**src/rtl/board_addr_decode_pkg.sv**
```systemverilog
package board_addr_decode_pkg;

  // Strobes from the control part to the decode datapath.
  typedef struct packed {
    logic forceLow;   // drive effective A15 to zero
    logic isRead;     // current bus cycle is a read
  } ctrlStrobes_t;

endpackage

```
**src/rtl/board_addr_decode_ctrl.sv**
```systemverilog
module board_addr_decode_ctrl
  import board_addr_decode_pkg::*;
(
  input  logic         clk,
  input  logic         rstN,
  input  logic         cpuRw,
  output ctrlStrobes_t ctrl
);

  logic overrideQ;

  // Set while reset is held; cleared by the first edge after release.
  always_ff @(posedge clk or negedge rstN) begin
    if (!rstN) overrideQ <= 1'b1;
    else       overrideQ <= 1'b0;
  end

  always_comb begin
    ctrl.forceLow = overrideQ;
    ctrl.isRead   = cpuRw;
  end

  AST_OVR_HELD_AT_RELEASE: assert property (@(posedge clk) disable iff (!rstN)
    $rose(rstN) |-> overrideQ) else $error("override dropped early");
  AST_OVR_CLEARS_AFTER: assert property (@(posedge clk) disable iff (!rstN)
    $rose(rstN) |=> !overrideQ) else $error("override stuck");

endmodule

```
**src/rtl/board_addr_decode_dp.sv**
```systemverilog
module board_addr_decode_dp
  import board_addr_decode_pkg::*;
#(
  parameter int ADDR_W      = 16,
  parameter int RAM_BYTES   = 512,
  parameter int ROM_BYTES   = 1024,
  parameter int ROM_BASE    = 'h7C00,
  parameter int VEC_BYTES   = 64,
  parameter int PIA_CNT     = 8,
  parameter int PIA_REGS    = 4,
  parameter int PIA_BASE    = 'h4000,
  parameter int TIM_REGS    = 16,
  parameter int TIM_BASE    = 'h6200,
  parameter int TIM_IGNORE  = 'h0C00,
  localparam int PIA_REG_W  = $clog2(PIA_REGS),
  localparam int PIA_IDX_W  = $clog2(PIA_CNT),
  localparam int TIM_IE_BIT = $clog2(TIM_REGS) - 1
)(
  input  logic                 clk,
  input  logic                 rstN,
  input  logic [ADDR_W-1:0]    cpuAddr,
  input  ctrlStrobes_t         ctrl,
  output logic                 selRam,
  output logic                 selRom,
  output logic                 selVec,
  output logic [PIA_CNT-1:0]   selPia,
  output logic                 selTim,
  output logic                 unmapped,
  output logic                 effMsb,
  output logic [PIA_REG_W-1:0] piaReg,
  output logic [TIM_IE_BIT-1:0] timReg,
  output logic                 timIntEn
);

  localparam int PIA_SPAN = PIA_CNT * PIA_REGS;
  localparam logic [ADDR_W-1:0] ROM_MASK  = ~ADDR_W'(ROM_BYTES - 1);
  localparam logic [ADDR_W-1:0] ROM_B     = ADDR_W'(ROM_BASE);
  localparam logic [ADDR_W-1:0] VEC_MASK  = ~ADDR_W'(VEC_BYTES - 1);
  localparam logic [ADDR_W-1:0] PIA_MASK  = ~ADDR_W'(PIA_SPAN - 1);
  localparam logic [ADDR_W-1:0] PIA_B     = ADDR_W'(PIA_BASE);
  localparam logic [ADDR_W-1:0] TIM_IGN   = ADDR_W'(TIM_IGNORE);
  localparam logic [ADDR_W-1:0] TIM_MASK  = ~ADDR_W'(TIM_REGS - 1);
  localparam logic [ADDR_W-1:0] TIM_KEY   = ADDR_W'(TIM_BASE) | TIM_IGN;
  localparam logic [ADDR_W-1:0] RAM_LIMIT = ADDR_W'(RAM_BYTES);

  logic [ADDR_W-1:0]    effAddr;
  logic                 inPia;
  logic [PIA_IDX_W-1:0] piaIdx;

  // Effective address seen by the memories.
  assign effMsb  = cpuAddr[ADDR_W-1] & ~ctrl.forceLow;
  assign effAddr = {effMsb, cpuAddr[ADDR_W-2:0]};

  assign selRam = effAddr < RAM_LIMIT;
  assign selRom = ((effAddr & ROM_MASK) == ROM_B) && ctrl.isRead;
  assign selVec = (effAddr & VEC_MASK) == VEC_MASK;
  assign selTim = ((effAddr | TIM_IGN) & TIM_MASK) == TIM_KEY;
  assign inPia  = (effAddr & PIA_MASK) == PIA_B;
  assign piaIdx = effAddr[PIA_REG_W +: PIA_IDX_W];

  for (genvar k = 0; k < PIA_CNT; k++) begin : g_pia
    assign selPia[k] = inPia && (piaIdx == PIA_IDX_W'(k));
  end

  assign unmapped = ~(selRam | selRom | selVec | selTim | (|selPia));
  assign piaReg   = effAddr[PIA_REG_W-1:0];
  assign timReg   = effAddr[TIM_IE_BIT-1:0];
  assign timIntEn = effAddr[TIM_IE_BIT];

  AST_ONE_SELECT: assert property (@(posedge clk) disable iff (!rstN)
    $onehot0({selRam, selRom, selVec, selTim, selPia})) else $error("select clash");
  AST_NO_ROM_WRITE: assert property (@(posedge clk) disable iff (!rstN)
    !ctrl.isRead |-> !selRom) else $error("rom selected on write");
  AST_VEC_NEEDS_MSB: assert property (@(posedge clk) disable iff (!rstN)
    selVec |-> cpuAddr[ADDR_W-1]) else $error("vec without msb");

endmodule

```
**src/rtl/board_addr_decode.sv**
```systemverilog
module board_addr_decode
  import board_addr_decode_pkg::*;
(
  input  logic        clk,
  input  logic        rstN,
  input  logic [15:0] cpuAddr,
  input  logic        cpuRw,
  output logic        selRam,
  output logic        selRom,
  output logic        selVec,
  output logic [7:0]  selPia,
  output logic        selTim,
  output logic        unmapped,
  output logic        effA15,
  output logic [1:0]  piaReg,
  output logic [2:0]  timReg,
  output logic        timIntEn
);

  ctrlStrobes_t ctrl;

  board_addr_decode_ctrl u_ctrl (
    .clk   (clk),
    .rstN  (rstN),
    .cpuRw (cpuRw),
    .ctrl  (ctrl)
  );

  board_addr_decode_dp u_dp (
    .clk      (clk),
    .rstN     (rstN),
    .cpuAddr  (cpuAddr),
    .ctrl     (ctrl),
    .selRam   (selRam),
    .selRom   (selRom),
    .selVec   (selVec),
    .selPia   (selPia),
    .selTim   (selTim),
    .unmapped (unmapped),
    .effMsb   (effA15),
    .piaReg   (piaReg),
    .timReg   (timReg),
    .timIntEn (timIntEn)
  );

  AST_FORCE_BLOCKS_VEC: assert property (@(posedge clk) disable iff (!rstN)
    ctrl.forceLow |-> (!selVec && !effA15)) else $error("vector ram reachable in override");

endmodule

```
**config.mk**
```make
export PLATFORM = sky130hd
export DESIGN_NAME = board_addr_decode
export DESIGN_NICKNAME = d
export VERILOG_FILES = /design/src/rtl/board_addr_decode_pkg.sv /design/src/rtl/board_addr_decode_ctrl.sv /design/src/rtl/board_addr_decode_dp.sv /design/src/rtl/board_addr_decode.sv
export SDC_FILE = /design/constraint.sdc
export NUM_CORES = 1
export LEC_CHECK = 0
export CAP_MARGIN = 30
export CORE_AREA = 2 2 39 41
export CTS_CLUSTER_SIZE = 24
export DETAILED_ROUTE_END_ITERATION = 8
export DIE_AREA = 0 0 41 43
export DONT_BUFFER_PORTS = 1
export MAX_ROUTING_LAYER = met4
export PLACE_DENSITY = 0.44
export RECOVER_POWER = 50
export SYNTH_ARGS = -nofsm -noshare
export SYNTH_HDL_FRONTEND = slang
export SYNTH_SLANG_ARGS = --single-unit
```
**constraint.sdc**
```tcl
create_clock -name clk -period 1.56 [get_ports clk]
set_clock_uncertainty 0.05 [all_clocks]
set_input_delay 0.078 -clock clk [delete_from_list [all_inputs] [get_ports clk]]
set_output_delay 0.078 -clock clk [all_outputs]
set_load 0.02 [all_outputs]
```
==> out/metrics.yaml <==
critical_path:
  critPathBufInv: 1
  cp.required_ns: 1.43
  cp_data_arrival_time_ns: 1.39
  startpoint_type: "flip-flop"
  crit_chain: "and2b_4, nor3_4, nand3_1, nor2_1, buf_4"
  critPathKind: "flip-flop to primary output"
  cp_slowest_cell: "dfstp_2"
  end_kind: "primary output"
  cp_top_family: "simple AND/OR/NAND/NOR gates"
  cpPeakStageDelay_ns: 0.49
  critPathMaxFanout: 5
timing:
  timing.fmax_mhz: 660
  drv_slew: 0
  grt_setup_unrepaired: "true"
  post-route-min-period_ns: 1.51
  tns_ns: 0
  hold_viol_final: 0
  timing.final.crit_share_pct: 97.1
  finalSetupViolCount: 0
  whs_ns: 0.106
synth:
  synth_area_leaders: "buf_4 16%, dfstp_2 9.2%, nor3_1 8.7%"
  seq_area_frac_synth_pct: 9.17
  async_flop_share_pct: 100
  ys_types: 21
  synth_cells: 38
  syn_nets: 57
  synth_common_cells: "6 x buf_4, 5 x nor3_1, 4 x nor2_1"
  syn_avg_cell_area_sq_um: 7.54
  synth.most_common_cell: "buf_4"
  netlist_area_sq_um: 287
  ys_warn_count: 0
  synth_area_leader_cell: "buf_4"
  yosysTopAreaCellShare_pct: 15.7
  synth_ff_type: "dfstp_2"
  synth_edf_count: 0
  ys_ff_latch: 1
drt:
  drc_errors: 0
  firstDrtPassIters: 4
  viasPerCell: 4.89
  avgRoutedWirePerCell_um: 11.5
  via_count: 303
  first_iter_violations: 7
  wl_um: 715
  postRouteAntennaNets: 0
layout:
  regMostFlops: "u_ctrl.overrideQ"
  reg_top3: "u_ctrl.overrideQ x1"
  final_area_sq_um: 412
  syn_to_final_growth_pct: 43.7
  largest_register_ffs: 1
  fin_nets: 67
  num_antenna_cells: 0
  drive_above_1_share_pct: 60.9
run_status:
  status: "completed"
floorplanning:
  die_h_um: 43
  ios: 39
  rows: 14
  start_util_pct: 20.7
  die_area_sq_mm: 0.00176
  coreArea_sq_mm: 0.00138
  die_w_um: 41
power_and_ir_drop:
  power_leakage_nw: 0.163
  powerDensity_mw_per_mm2: 143
  vdd_drop_max_uv: 134
clock_tree:
  clkTransAtPathRegs_ns: 0
min_path:
  hold_start: "cpuAddr[2]"
  worstHoldEndpoint: "timReg[2]"
  hp-class: "input port to primary output"
  hold_path_depth: 0
placed_design:
  place_area_sq_um: 394
  io_buffer_count: 0
  gp_congestion: 0.663
  post-dp-hpwl_um: 618
job:
  timing.max_cap.violations: 0
global_routing:
  grt_max_degree: 7
  grt_pass1_vias: 276
  grt_pass1_wl_um: 1100
  antenna_found_initial: 0
  grt_overflow_total: 0
  grt_usage_pct: 8.41
-- logic make-up after synthesis --
logic type	Yosys count	synth area share, %
AND/OR/NAND/NOR	29	71.2
AO/OA/AOI/OAI	1	2.62
other	1	1.31
buffers and inverters	6	15.7
flip-flops	1	9.17
-- layer usage --
layer	routed length (um)	up-vias	GRT usage, %
li1	-	145	-
met5	0	-	-
met3	96	2	1.57
met4	5	0	1.33
met2	338	25	12.5
met1	274	131	11.8
-- timing repair --
item / in CTS / in global routing
buffers inserted: 0 / 1
resized for setup: 0 / 0
hold buffers: 1 / 0
hold endpoints to repair: 1 / 0
endpoints found under the setup margin: 0 / 7
-- stage by stage --
stage | std cells | power, W | worst slack, ns | util (%)
6_report | 62 | 0.0000588 | 0.0456 | 29.7
5_1_grt | 62 | 0.0000616 | -0.0379 | 29.7
4_1_cts | 61 | 0.0000590 | 0.0296 | 29.2
3_5_place_dp | 60 | 0.0000567 | 0.0349 | 28.5
3_3_place_gp | 60 | 0.0000568 | 0.0323 | 28.5
2_1_floorplan | 38 | 0.0000748 | -0.0445 | -
-- power breakdown --
part / internal [W] / total (W) / switching (W)
registers: 0.0000287 / 0.0000288 / 0.000000185
clock network: 0 / 0 / 0
logic: 0.0000143 / 0.0000299 / 0.0000157
total: 0.0000429 / 0.0000588 / 0.0000159
-- area by class of cell --
type | count | area (sq um)
flip-flops and latches | 1 | 26.3
repair buffers | 14 | 108
multi-input cells | 31 | 258
well taps | 16 | 20.0
fillers | 148 | 972
-- cell usage in the layout (no fill, tap or decap), types with 2 or more instances in the layout --
master and count:
buf_4 13, nand2_1 3, nand2b_1 2, nand3_1 3, nor2_1 4, nor3_2 6, nor4b_4 2
-- how the worst max path moves through the flow --
stage / startpoint / end / slack (ns) / depth (start not counted)
after floorplan: u_ctrl.overrideQ$_DFF_PN1_ / unmapped / -0.04 / 4
after global placement: u_ctrl.overrideQ$_DFF_PN1_ / selTim / 0.03 / 4
after detailed placement: u_ctrl.overrideQ$_DFF_PN1_ / selTim / 0.03 / 4
after CTS: u_ctrl.overrideQ$_DFF_PN1_ / selTim / 0.03 / 4
after global routing: u_ctrl.overrideQ$_DFF_PN1_ / selPia[0] / -0.04 / 5
final: u_ctrl.overrideQ$_DFF_PN1_ / selPia[5] / 0.05 / 5
Note: power is estimated with default switching activity, not from simulation.
